--- config.mk ---
export PLATFORM = sky130hd
export DESIGN_NAME = cbw_window
export DESIGN_NICKNAME = d
export VERILOG_FILES = /design/src/rtl/cbw_pkg.sv /design/src/rtl/cbw_bank.sv /design/src/rtl/cbw_rd_mux.sv /design/src/rtl/cbw_window.sv
export SDC_FILE = /design/constraint.sdc
export NUM_CORES = 1
export LEC_CHECK = 0
export ABC_AREA = 1
export BUFFER_PORTS_ARGS = -buffer_cell sky130_fd_sc_hd__buf_4
export CAP_MARGIN = 10
export CELL_PAD_IN_SITES_DETAIL_PLACEMENT = 0
export CELL_PAD_IN_SITES_GLOBAL_PLACEMENT = 1
export CORE_MARGIN = 3
export CORE_UTILIZATION = 38
export DETAILED_ROUTE_END_ITERATION = 10
export GPL_TIMING_DRIVEN = 0
export PLACE_DENSITY_LB_ADDON = 0.25
export SLEW_MARGIN = 20
export SYNTH_ARGS = -nofsm -noshare
export SYNTH_HDL_FRONTEND = slang
export SYNTH_SLANG_ARGS = --single-unit
--- constraint.sdc ---
create_clock -name clk -period 1.8 [get_ports clk]
set_input_delay 0.09 -clock clk [delete_from_list [all_inputs] [get_ports clk]]
set_output_delay 0.09 -clock clk [all_outputs]
set_load 0.02 [all_outputs]
--- src/rtl/cbw_pkg.sv ---
package cbw_pkg;
   localparam int unsigned BYTE_W = 8;
   localparam int unsigned OFS_W  = 3;

   typedef enum logic [OFS_W-1:0] {
      OFS_CTRL = 3'd0,
      OFS_ADR2 = 3'd1,
      OFS_ADR1 = 3'd2,
      OFS_ADR0 = 3'd3,
      OFS_DAT1 = 3'd4,
      OFS_DAT0 = 3'd5,
      OFS_MSK1 = 3'd6,
      OFS_MSK0 = 3'd7
   } ofs_e;
endpackage

--- src/rtl/cbw_bank.sv ---
module cbw_bank
   import cbw_pkg::*;
#(
   parameter bit          HAS_DATA   = 1'b1,
   parameter logic [7:0]  CTRL_MASK  = 8'hFF,
   parameter int unsigned ADDR_BYTES = 3,
   parameter int unsigned DATA_BYTES = 2,
   localparam int unsigned AW = ADDR_BYTES*BYTE_W,
   localparam int unsigned DW = DATA_BYTES*BYTE_W
) (
   input  logic              clk,
   input  logic              rst_n,
   input  logic              we,
   input  logic [OFS_W-1:0]  ofs,
   input  logic [BYTE_W-1:0] wdata,
   output logic [BYTE_W-1:0] ctrl,
   output logic [AW-1:0]     addr,
   output logic [DW-1:0]     data,
   output logic [DW-1:0]     mask,
   output logic [BYTE_W-1:0] rbyte
);
   localparam int unsigned DAT_BASE = 1 + ADDR_BYTES;
   localparam int unsigned MSK_BASE = DAT_BASE + DATA_BYTES;

   logic [BYTE_W-1:0] ctrl_q;
   logic [AW-1:0]     addr_q;
   logic [BYTE_W-1:0] rd_core;
   logic [BYTE_W-1:0] rd_ext;

   always_ff @(posedge clk or negedge rst_n) begin
      if (!rst_n) begin
         ctrl_q <= '0;
         addr_q <= '0;
      end else if (we) begin
         if (ofs == OFS_W'(0)) ctrl_q <= wdata & CTRL_MASK;
         for (int k = 0; k < ADDR_BYTES; k++) begin
            if (ofs == OFS_W'(k+1))
               addr_q[(ADDR_BYTES-1-k)*BYTE_W +: BYTE_W] <= wdata;
         end
      end
   end

   always_comb begin
      rd_core = '0;
      if (ofs == OFS_W'(0)) rd_core = ctrl_q;
      for (int k = 0; k < ADDR_BYTES; k++) begin
         if (ofs == OFS_W'(k+1))
            rd_core = addr_q[(ADDR_BYTES-1-k)*BYTE_W +: BYTE_W];
      end
   end

   generate
      if (HAS_DATA) begin : g_full
         logic [DW-1:0] data_q;
         logic [DW-1:0] mask_q;

         always_ff @(posedge clk or negedge rst_n) begin
            if (!rst_n) begin
               data_q <= '0;
               mask_q <= '0;
            end else if (we) begin
               for (int k = 0; k < DATA_BYTES; k++) begin
                  if (ofs == OFS_W'(DAT_BASE+k))
                     data_q[(DATA_BYTES-1-k)*BYTE_W +: BYTE_W] <= wdata;
                  if (ofs == OFS_W'(MSK_BASE+k))
                     mask_q[(DATA_BYTES-1-k)*BYTE_W +: BYTE_W] <= wdata;
               end
            end
         end

         always_comb begin
            rd_ext = '0;
            for (int k = 0; k < DATA_BYTES; k++) begin
               if (ofs == OFS_W'(DAT_BASE+k))
                  rd_ext = data_q[(DATA_BYTES-1-k)*BYTE_W +: BYTE_W];
               if (ofs == OFS_W'(MSK_BASE+k))
                  rd_ext = mask_q[(DATA_BYTES-1-k)*BYTE_W +: BYTE_W];
            end
         end

         assign data = data_q;
         assign mask = mask_q;
      end else begin : g_reduced
         // Data and mask positions are holes: read zero, no storage.
         assign rd_ext = '0;
         assign data   = '0;
         assign mask   = '0;
      end
   endgenerate

   assign ctrl  = ctrl_q;
   assign addr  = addr_q;
   assign rbyte = (ofs >= OFS_W'(DAT_BASE)) ? rd_ext : rd_core;
endmodule

--- src/rtl/cbw_rd_mux.sv ---
module cbw_rd_mux
   import cbw_pkg::*;
#(
   parameter int unsigned NBANK = 4,
   localparam int unsigned SEL_W = (NBANK > 1) ? $clog2(NBANK) : 1
) (
   input  logic [NBANK*BYTE_W-1:0] bytes_in,
   input  logic [SEL_W-1:0]        sel,
   output logic [BYTE_W-1:0]       rdata
);
   always_comb begin
      rdata = '0;
      for (int i = 0; i < NBANK; i++) begin
         if (sel == SEL_W'(i)) rdata = bytes_in[i*BYTE_W +: BYTE_W];
      end
   end
endmodule

--- src/rtl/cbw_window.sv ---
module cbw_window
   import cbw_pkg::*;
#(
   parameter int unsigned NBANK      = 4,
   parameter logic [3:0]  FULL_MAP   = 4'b0101,
   parameter logic [7:0]  SMALL_CTRL = 8'hE7,
   parameter int unsigned ADDR_BYTES = 3,
   parameter int unsigned DATA_BYTES = 2,
   localparam int unsigned SEL_W = (NBANK > 1) ? $clog2(NBANK) : 1,
   localparam int unsigned AW    = ADDR_BYTES*BYTE_W,
   localparam int unsigned DW    = DATA_BYTES*BYTE_W
) (
   input  logic                  clk,
   input  logic                  rst_n,
   input  logic [SEL_W-1:0]      bank_sel,
   input  logic                  wr_en,
   input  logic [OFS_W-1:0]      offset,
   input  logic [BYTE_W-1:0]     wdata,
   output logic [BYTE_W-1:0]     rdata,
   output logic [NBANK*BYTE_W-1:0] ctrl_out,
   output logic [NBANK*AW-1:0]   addr_out,
   output logic [NBANK*DW-1:0]   data_out,
   output logic [NBANK*DW-1:0]   mask_out
);
   generate
      if (1 + ADDR_BYTES + 2*DATA_BYTES != (1 << OFS_W)) begin : g_bad_map
         $error("cbw_window: register bytes do not fill the window");
      end
      if (NBANK > 4 || NBANK < 1) begin : g_bad_nbank
         $error("cbw_window: NBANK must be 1..4");
      end
   endgenerate

   logic [NBANK*BYTE_W-1:0] rbytes;

   generate
      for (genvar i = 0; i < NBANK; i++) begin : g_bank
         cbw_bank #(
            .HAS_DATA   (FULL_MAP[i]),
            .CTRL_MASK  (FULL_MAP[i] ? 8'hFF : SMALL_CTRL),
            .ADDR_BYTES (ADDR_BYTES),
            .DATA_BYTES (DATA_BYTES)
         ) u_bank (
            .clk   (clk),
            .rst_n (rst_n),
            .we    (wr_en && (bank_sel == SEL_W'(i))),
            .ofs   (offset),
            .wdata (wdata),
            .ctrl  (ctrl_out[i*BYTE_W +: BYTE_W]),
            .addr  (addr_out[i*AW +: AW]),
            .data  (data_out[i*DW +: DW]),
            .mask  (mask_out[i*DW +: DW]),
            .rbyte (rbytes[i*BYTE_W +: BYTE_W])
         );
      end
   endgenerate

   cbw_rd_mux #(.NBANK(NBANK)) u_rd (
      .bytes_in (rbytes),
      .sel      (bank_sel),
      .rdata    (rdata)
   );
endmodule

==> results.md, run 1 <==
- YS warnings: 0
- Final worst slack: -0.08398 ns
- Main flop type after synthesis: dfrtp_1
- H-Tree Depth: 4
- DR vias/cell: 5.053
- Yosys cell types: 26
- Hold Crit Class: in -> async
- IO buf count: 209
- Via count: 9080
- Pwr Density: 1105 nW/um2
- Slew HR: 39.85%
- Clk buf depth: 2
- Count of buffer and inverter cells on the critical path: 3
- Final setup viols: 4
- Number of detailed-route iterations in the first pass: 5
- First-pass GRT wire length: 53150 um
- Multi-input gate area: 3844 um2
- Most common cell in the synthesized netlist: nand2_1
- Crit path DAT: 1.79 ns
- Fill cell total of the finished layout: 2301
- Top post-synthesis cells by count: nand2_1 (361), dfrtp_1 (188), o21ai_0 (182)
- Worst-skew pair later-pin latency: 0.43 ns
- Grt total ovfl: 0
- Synth top area share: 50.85%
- Die Span X: 162.0 um
- Failing checks: negative setup slack
- Initial drt markers: 795
- HPWL Detailed: 27280 um
- Initial antenna violation count: 0
- Crit path max-delay cell type: dfrtp_1
- Core area: 23680 um2
- Wire per inst: 20.39 um
- Die ar.: 26250 um2
- Most used cell, CP: nand4_1
- Maximum vdd drop: 0.0005568 V
- GP Congestion: 0.9591
- Crit-path max cell delay: 0.40 ns
- DRT Wirelength: 36640 um
- Worst hold slack: 0.1431 ns
- Pins Over Slew Limit: 0
- Top delay family on crit path: simple AND/OR/NAND/NOR gates
- Seq cells post-synth: 188
- Status: complete, but fails checks
- Synth area leaders: dfrtp_1 (51%), nand2_1 (15%), o21ai_0 (9.8%), buf_4 (5.9%), nand3_1 (2.5%)
- Largest net degree at the start of global routing: 79
- Setup CP Type: reg -> out
- Storage cell area: 4707 um2
- Boundary Pins: 280
- Period utilization: 104.7%
- Antenna diodes: 0
- Worst-Margin Slew: 0.9023 ns
- Worst setup SP type: register
- Clock slew at reported path FFs: 0.07 ns
- Unrepaired setup endpoints after global routing: yes
- Post-Syn Area: 9251 um2
- Cells after Synth: 1122
- Layout cells sized above 1: 31.19%
- Area leader, netlist: dfrtp_1
- Worst path cell trace: inv_2 -> o21ai_2 -> inv_1 -> nand4_1 -> nand3_1 -> nand4_1 -> buf_6
- Setup skew after layout: 0 ns
- Tmin final: 1.884 ns
- Residual DRC count: 0
- Initial Util: 39.06%
- Worst EP required: 1.71 ns
- Worst-path maximum fanout: 2
- Floorplan row count: 56
- Final ANT Viol Nets: 0
- Pleak: 0.006567 uW
- Mean Syn Cell Area: 8.245 um2
- Vias in the first global route: 8466
- EDFF count, synth: 0
- CP Capture Type: output pin
- Clock sink total: 188
- GRT Util Overall: 27.24%
- Die Y: 162.0 um
- Clk root buf: clkbuf_16
- Layout area overhead: 36.85%
- FFs w/ async S/R, synth: 100.0%
- Register area share after synthesis: 50.85%
- Max Cap Viol: 0
- CTS tree: done
- # nets final: 1481
- Tot Pwr: 13990 uW
- Fin. Hold Viols: 0
- TritonCTS Buffers: 17
- Max Clock Freq: 530.8 MHz
[power breakdown]
| part | switching [uW] | internal (uW) |
|---|---|---|
| logic | 2560 | 1760 |
| registers | 856 | 5020 |
| clock network | 1690 | 2100 |
[registers in the layout (all words and copies together) (netlist names)]
name	cells
g_bank.u_bank.data	32
g_bank.u_bank.ctrl	28
g_bank.u_bank.addr	96
g_bank.u_bank.mask	32
[timing repair]
item	CTS	global route
endpoints found under the hold margin	121	0
setup endpoints to repair	8	8
gates cloned	0	0
hold buffers	9	0
pin swaps	13	30
resized for setup	30	36
setup buffers	15	22
[metal layers]
layer	global-route usage, %	part of all wire (%)
met2	41.98	46
met5	0	0
met4	10.66	3.4
met3	6.350	9.0
met1	37.43	42
[through the flow]
| step | instances | cell area [um2] | TNS (ns) | util, % | worst slack, ns |
|---|---|---|---|---|---|
| floorplan | 1189 | 9503 | 0 | - | 0.3631 |
| global placement | 1717 | 11470 | -114.74 | 48.44 | -0.6066 |
| detailed placement | 1719 | 11530 | -3.415 | 48.70 | -0.3875 |
| CTS | 1775 | 12400 | -0.06841 | 52.35 | -0.02805 |
| global route | 1797 | 12660 | -0.3811 | 53.46 | -0.1319 |
| finish | 1797 | 12660 | -0.1417 | 53.46 | -0.08398 |
[area by class of cell]
class | instances | area share, %
sequential | 188 | 37.18
multi-input combinational | 822 | 30.36
timing repair buffer | 257 | 15.91
buffer | 128 | 7.254
clock buffer | 24 | 3.963
tap | 319 | 3.152
inverter | 51 | 1.532
clock inverter | 8 | 0.6522
[final timing paths]
kind | start | endpoint | slack [ns] | depth (start not counted)
max in group asynchronous | rst_n | g_bank[2].u_bank.ctrl[3] | 0.59 | 4
hold / removal | rst_n | g_bank[1].u_bank.ctrl[6] | 0.14 | 2
min in group clk | offset[2] | g_bank[2].u_bank.addr[4] | 0.21 | 5
hold reg to reg | g_bank[1].u_bank.ctrl[1] | g_bank[1].u_bank.ctrl[1] | 0.51 | 2
setup / recovery | g_bank[2].u_bank.mask[4] | rdata[4] | -0.08 | 7
setup reg to reg | g_bank[2].u_bank.mask[13] | g_bank[2].u_bank.mask[13] | 0.96 | 3
[cell families after synthesis]
logic type      Yosys count  share of synthesized area [%]
simple gates            514                          24.40
compound gates          240                          13.17
flops                   188                          50.85
buf+inv                 179                          11.54
other cells               1                        0.04053
[cell usage in the layout, fill, tap and decap left out, types with 11 or more instances in the layout]
cell,instances
conb_1,68
nand2_1,357
buf_6,21
nor2_1,40
nor2_4,11
a21oi_1,23
nand3_1,40
inv_1,40
o21ai_0,176
o21ai_1,27
buf_4,316
nand2_4,12
clkbuf_16,17
nand4_1,17
dfrtp_1,186
clkbuf_1,23
nand2_2,13
No activity file was read; power rests on OpenSTA's default activity.
==> run 2: changes to the inputs <==
Settings changed: SYNTH_HIERARCHICAL set to 1.
==> results.md, run 2 <==
- Fin. Hold Viols: 0 (unchanged)
- Register area share after synthesis: 46.08% (-4.8 points)
- Number of detailed-route iterations in the first pass: 6 (+1)
- R2R Setup Slk: 0.88 ns (-0.08 ns)
- Boundary Pins: 280 (unchanged)
- Setup skew after layout: 0 ns (unchanged)
- R2r startpoint: g_bank[2].u_bank/addr[11]
- H-Tree Depth: 4 (unchanged)
- Clock slew at reported path FFs: 0.07 ns (about the same)
- Initial Util: 38.95% (-0.11 points)
- CP Capture Point: rdata[2]
- Pins Over Slew Limit: 0 (unchanged)
- Simple-gate share of the synthesized area: 29.43% (+5.0 points)
- Worst-path maximum fanout: 3 (+1)
- Synth Area in Compound Gates: 11.06% (-2.1 points)
- Grt total ovfl: 0 (unchanged)
- Post-Synth XOR/XNOR Area: 0% (unchanged)
- CTS tree: done
- Die Span X: 169.9 um (+4.9%)
- Period utilization: 98.45% (-6.2 points)
- Hold Crit Depth: 3
- Layout area overhead: 33.57%
- Worst path cell trace: nand3_1 -> nand3_1 -> nor2_1 -> nand2_1 -> nand2_1 -> nand4_1 -> buf_6
- Count of buffer and inverter cells on the critical path: 1 (-2)
- TritonCTS Buffers: 17 (unchanged)
- Hold Crit Class: in -> reg
- Fill cell total of the finished layout: 2570 (+12%)
- IO buf count: 210 (+0.48%)
- GP Congestion: 0.9056 (-5.6%)
- Yosys cell types: 25 (-3.8%)
- CP Capture Type: output pin
- Synth area leaders: dfrtp_1 (46%), nand2_1 (9.2%), nand3_1 (6.6%), buf_4 (5.4%), o21ai_2 (4.3%)
- HPWL Detailed: 25560 um (-6.3%)
- Worst setup SP type: register
- Max Clock Freq: 564.3 MHz (+6.3%)
- Most common cell in the synthesized netlist: nand2_1
- Final ANT Viol Nets: 0 (unchanged)
- Largest net degree at the start of global routing: 69 (-13%)
- Initial drt markers: 857 (+7.8%)
- Cells after Synth: 1191 (+6.1%)
- Crit path max-delay cell type: dfrtp_1
- Clock sink total: 188 (unchanged)
- Worst EP required: 1.71 ns (about the same)
- Post-Syn Area: 10210 um2 (+10%)
- Critical path depth in cells: 7 (unchanged)
- Die Y: 169.9 um (+4.9%)
- Tot Pwr: 14300 uW (+2.2%)
- Placed cell area: 12510 um2 (+8.5%)
- Worst-skew pair later-pin latency: 0.43 ns (about the same)
- Worst Setup SP: g_bank[0].u_bank/ctrl[2]
- Status: finished, final reports clean
- Commonest non-fill, non-tap cell in the layout: buf_4
- Mux cell area share after synthesis: 0% (unchanged)
- R2r worst-path depth: 4 (+1)
- DR vias/cell: 5.032 (-0.41%)
- Vias in the first global route: 8717 (+3.0%)
- EDFF count, synth: 0 (unchanged)
- Main flop type after synthesis: dfrtp_1
- Crit path DAT: 1.68 ns (-0.11 ns)
- Mean Syn Cell Area: 8.571 um2 (+4.0%)
- Worst-Margin Slew: 0.6732 ns (-0.2291 ns)
- Multi-input gate area: 4588 um2 (+19%)
- First-pass GRT wire length: 51130 um (-3.8%)
- Unrepaired setup endpoints after global routing: yes
- Setup CP Type: reg -> out
- Post-route cell area: 13640 um2 (+7.7%)
- Crit-path max cell delay: 0.41 ns (about the same)
- Top delay family on crit path: simple AND/OR/NAND/NOR gates
- Combinational family with the most area after synthesis: simple AND/OR/NAND/NOR gates
- YS warnings: 6 (+6)
- Maximum vdd drop: 0.0004792 V (-14%)
- Antenna diodes: 0 (unchanged)
- Pwr Density: 1049 nW/um2 (-5.1%)
- Initial antenna violation count: 0 (unchanged)
- Max Cap Viol: 0 (unchanged)
- Reg-to-Reg End: g_bank[2].u_bank/addr[11]
- Final setup viols: 0 (-4)
- GRT Util Overall: 23.29% (-4.0 points)
- FFs w/ async S/R, synth: 100.0% (unchanged)
- Clk root buf: clkbuf_16
- Clk buf depth: 2 (unchanged)
- Slew HR: 54.95% (+15 points)
- Floorplan row count: 59 (+5.4%)
- Layout cells sized above 1: 37.33% (+6.1 points)
- DRT Wirelength: 34390 um (-6.2%)
- Area leader, netlist: dfrtp_1
- Via count: 9450 (+4.1%)
- Post-Synth Adder-Cell Area: 0% (unchanged)
- Layout Utilization: 52.03% (-1.4 points)
- Top post-synthesis cells by count: nand2_1 (250), dfrtp_1 (188), nand3_1 (134)
- # nets final: 1546 (+4.4%)
- Tmin final: 1.772 ns (-0.1119 ns)
- Core area: 26210 um2 (+11%)
- Residual DRC count: 0 (unchanged)
- Die ar.: 28870 um2 (+10%)
- Most frequent cells in the layout: buf_4 (316), nand2_1 (238), dfrtp_1 (187)
- Pleak: 0.007042 uW (+7.2%)
- Number of flip-flops in the largest register: 96 (unchanged)
- Wire per inst: 18.31 um (-10%)
- Storage cell area: 4706 um2 (about the same)
- Synth top area share: 46.08% (-4.8 points)
- Worst hold slack: 0.04365 ns (-0.09941 ns)
- Seq cells post-synth: 188 (unchanged)
==> run 2: worst min path at each step <==
| stage | start | endpoint | slack, ns |
|---|---|---|---|
| global route | wdata[3] | g_bank[1].u_bank/addr[19] | 0.04 |
| CTS | wdata[3] | g_bank[1].u_bank/addr[3] | 0.03 |
| finish | wdata[3] | g_bank[1].u_bank/addr[3] | 0.04 |
| floorplan | rst_n | g_bank[0].u_bank/addr[0] | -0.21 |
| global placement | wdata[3] | g_bank[1].u_bank/addr[11] | 0.47 |
| detailed placement | rst_n | g_bank[0].u_bank/addr[5] | 0.07 |
==> run 2: final cells by class <==
type / count / share of cell area [%]
well taps: 335 / 3.074
clock buffers: 19 / 3.175
flip-flops and latches: 188 / 34.51
plain buffers: 130 / 7.598
multi-input cells: 855 / 33.65
inverters: 84 / 2.441
repair buffers: 254 / 14.57
clock inverters: 13 / 0.9818
==> run 2: cell families (layout without fill, tap and decap cells) <==
group,after synthesis,count (layout)
other,2,68
AO/OA/AOI/OAI,188,188
buffers and inverters,214,500
AND/OR/NAND/NOR,599,599
flip-flops,188,188
==> run 2: metal layers <==
| layer | vias to the layer above | track usage [%] | wire (um) | share of wire, % |
|---|---|---|---|---|
| li1 | 4521 | - | - | - |
| met1 | 4482 | 33.00 | 15360 | 45 |
| met2 | 402 | 36.59 | 15730 | 46 |
| met3 | 45 | 4.692 | 2607 | 7.6 |
| met4 | 0 | 6.455 | 686 | 2.0 |
| met5 | - | 0 | 0 | 0 |
==> run 2: repair_timing <==
action,4_1_cts,5_1_grt
pin swaps,11,34
setup buffers,9,32
resized for setup,24,45
endpoints found under the hold margin,61,0
hold buffers,1,0
endpoints found under the setup margin,8,8
==> run 2: worst reg2reg max path, delay by kind of cell (launching register included) <==
family / cells / cell delay, ns
DFF: 1 / 0.40
and+or+nand+nor: 1 / 0.05
buffers and inverters: 2 / 0.26
AOI/OAI and AO/OA: 1 / 0.07
==> run 2: per-stage QoR <==
stage	setup WS, ns	cells	TNS (ns)
detailed placement	-0.1211	1804	-0.2072
global placement	-0.6373	1802	-117.40
finish	0.02790	1878	0
CTS	-0.01533	1846	-0.01533
global route	-0.04620	1878	-0.1680
floorplan	0.5569	1257	0
==> run 2: power breakdown <==
| group | total, uW | internal, uW | switching, uW |
|---|---|---|---|
| Sequential | 5810 | 5010 | 798 |
| Clock | 3690 | 1950 | 1740 |
| Combinational | 4810 | 2010 | 2810 |
==> run 3: changes to the inputs <==
==> constraint.sdc (replaced) <==
create_clock -name clk -period 1.8 [get_ports clk]
set_input_delay 0 -clock clk [delete_from_list [all_inputs] [get_ports clk]]
set_output_delay 0 -clock clk [all_outputs]
set_load 0.02 [all_outputs]
==> results.md, run 3 (synthesized netlist as in run 2, its figures left out) <==
- # nets final: 1513 (-2.1%)
- Tot Pwr: 13990 uW (-2.2%)
- CTS tree: done
- Largest net degree at the start of global routing: 69 (unchanged)
- Unrepaired setup endpoints after global routing: yes
- Worst hold slack: 0.008082 ns (-0.03557 ns)
- Most frequent cells in the layout: buf_4 (284), nand2_1 (247), dfrtp_1 (188)
- R2R Setup Slk: 1.05 ns (+0.17 ns)
- HPWL Detailed: 25560 um (unchanged)
- DR vias/cell: 4.973 (-1.2%)
- Layout area overhead: 29.59%
- Initial drt markers: 770 (-10%)
- Worst-Margin Slew: 0.6713 ns (-0.001938 ns)
- Tmin final: 1.768 ns (-0.004020 ns)
- Worst Setup SP: g_bank[2].u_bank/addr[13]
- Worst EP required: 1.80 ns (+0.09 ns)
- Setup skew after layout: 0 ns (unchanged)
- Antenna diodes: 0 (unchanged)
- CP Capture Point: rdata[5]
- Max Clock Freq: 565.6 MHz (+0.23%)
- Die Y: 169.9 um (unchanged)
- GRT Util Overall: 23.14% (-0.15 points)
- First-pass GRT wire length: 50800 um (-0.65%)
- R2r startpoint: g_bank[0].u_bank/data[8]
- Max Cap Viol: 0 (unchanged)
- Layout cells sized above 1: 33.05% (-4.3 points)
- Pins Over Slew Limit: 0 (unchanged)
- Hold Crit Class: in -> reg
- Pwr Density: 1058 nW/um2 (+0.83%)
- Slew HR: 55.08% (+0.13 points)
- Die Span X: 169.9 um (unchanged)
- Clock sink total: 188 (unchanged)
- Maximum vdd drop: 0.0004739 V (-1.1%)
- Worst-path maximum fanout: 3 (unchanged)
- Wire per inst: 18.36 um (+0.29%)
- Die ar.: 28870 um2 (unchanged)
- Boundary Pins: 280 (unchanged)
- Status: finished, final reports clean
- H-Tree Depth: 4 (unchanged)
- Via count: 9176 (-2.9%)
- Worst setup SP type: register
- Floorplan row count: 59 (unchanged)
- DRT Wirelength: 33880 um (-1.5%)
- Worst-skew pair later-pin latency: 0.43 ns (about the same)
- Crit path DAT: 1.77 ns (+0.09 ns)
- Post-route cell area: 13230 um2 (-3.0%)
- Vias in the first global route: 8670 (-0.54%)
- Reg-to-Reg End: g_bank[0].u_bank/data[8]
- Initial Util: 38.95% (unchanged)
- GP Congestion: 0.9056 (unchanged)
- IO buf count: 210 (unchanged)
- Clk root buf: clkbuf_16
- Setup CP Type: reg -> out
- R2r worst-path depth: 2 (-2)
- Final ANT Viol Nets: 0 (unchanged)
- Residual DRC count: 0 (unchanged)
- Clock slew at reported path FFs: 0.08 ns (about the same)
- Fin. Hold Viols: 0 (unchanged)
- Period utilization: 98.23% (-0.22 points)
- TritonCTS Buffers: 17 (unchanged)
- Initial antenna violation count: 0 (unchanged)
- Commonest non-fill, non-tap cell in the layout: buf_4
- Number of detailed-route iterations in the first pass: 5 (-1)
- Number of flip-flops in the largest register: 96 (unchanged)
- Core area: 26210 um2 (unchanged)
- Placed cell area: 12510 um2 (unchanged)
- Pleak: 0.006798 uW (-3.5%)
- Final worst slack: 0.03192 ns (+0.004020 ns)
- Final setup viols: 0 (unchanged)
- Place WS: 0.05885 ns (+0.1800 ns)
- Grt total ovfl: 0 (unchanged)
- CP Capture Type: output pin
- Clk buf depth: 2 (unchanged)
## run 3: changes by cell type in the layout (fill, tap and decap cells not counted), sizes merged
cell,change
dlygate4sd3,+7
clkbuf,-1
buf,-39
## run 3: metrics by stage
stage / setup TNS [ns] / std cells / utilization [%]
5_1_grt: -0.05447 / 1845 / 50.48
4_1_cts: 0 / 1844 / 50.24
6_report: 0 / 1845 / 50.48
3_3_place_gp: -100.36 / 1802 / 47.51
3_5_place_dp: 0 / 1804 / 47.75
2_1_floorplan: 0 / 1257 / -
## run 3: power breakdown
part / internal, uW / switching (uW)
sequential: 5010 / 848
clock: 1950 / 1740
combinational: 1780 / 2670
total: 8740 / 5260
## run 3: worst min-delay path by stage
stage	from	endpoint	slack (ns)	cells after the start
finish	wdata[5]	g_bank[3].u_bank/addr[21]	0.008	3
floorplan	rst_n	g_bank[0].u_bank/addr[0]	-0.30	0
CTS	wdata[5]	g_bank[1].u_bank/addr[13]	0.009	3
global route	wdata[5]	g_bank[3].u_bank/addr[21]	0.01	3
detailed placement	rst_n	g_bank[0].u_bank/addr[5]	-0.02	1
global placement	wdata[3]	g_bank[1].u_bank/addr[11]	0.38	3
## run 3: final cells by class
cell class | instances | area (um2)
fill | 2590 | 12980
sequential | 188 | 4705
multi-input combinational | 855 | 4448
timing repair buffer | 221 | 1727
buffer | 130 | 1031
clock buffer | 19 | 432.9
tap | 335 | 419.2
inverter | 84 | 332.8
clock inverter | 13 | 133.9
## run 3: repair_timing
action                                  CTS  global route
hold buffers                              8             0
resized for setup                         2            15
hold endpoints to repair                221             0
pin swaps                                 0             4
endpoints found under the setup margin    2             7
setup buffers                             0             1
## run 3: worst max-delay path, stage by stage (launching register included)
cell,delay (ns)
dfrtp_1,0.41
nand4_1,0.10
nand3_1,0.14
nor2_4,0.16
nand2_1,0.10
nand3_1,0.12
nand4_1,0.13
buf_4,0.18
## run 3: layer usage
metal  part of all wire [%]  vias to the layer above  wire [um]  global-route usage [%]
met5                      0                        -          0                       0
met4                    1.9                        0        656                   6.455
met3                    7.7                       40       2617                   5.017
met2                     46                      367      15490                   36.41
met1                     45                     4314      15120                   32.48
li1                       -                     4455          -                       -
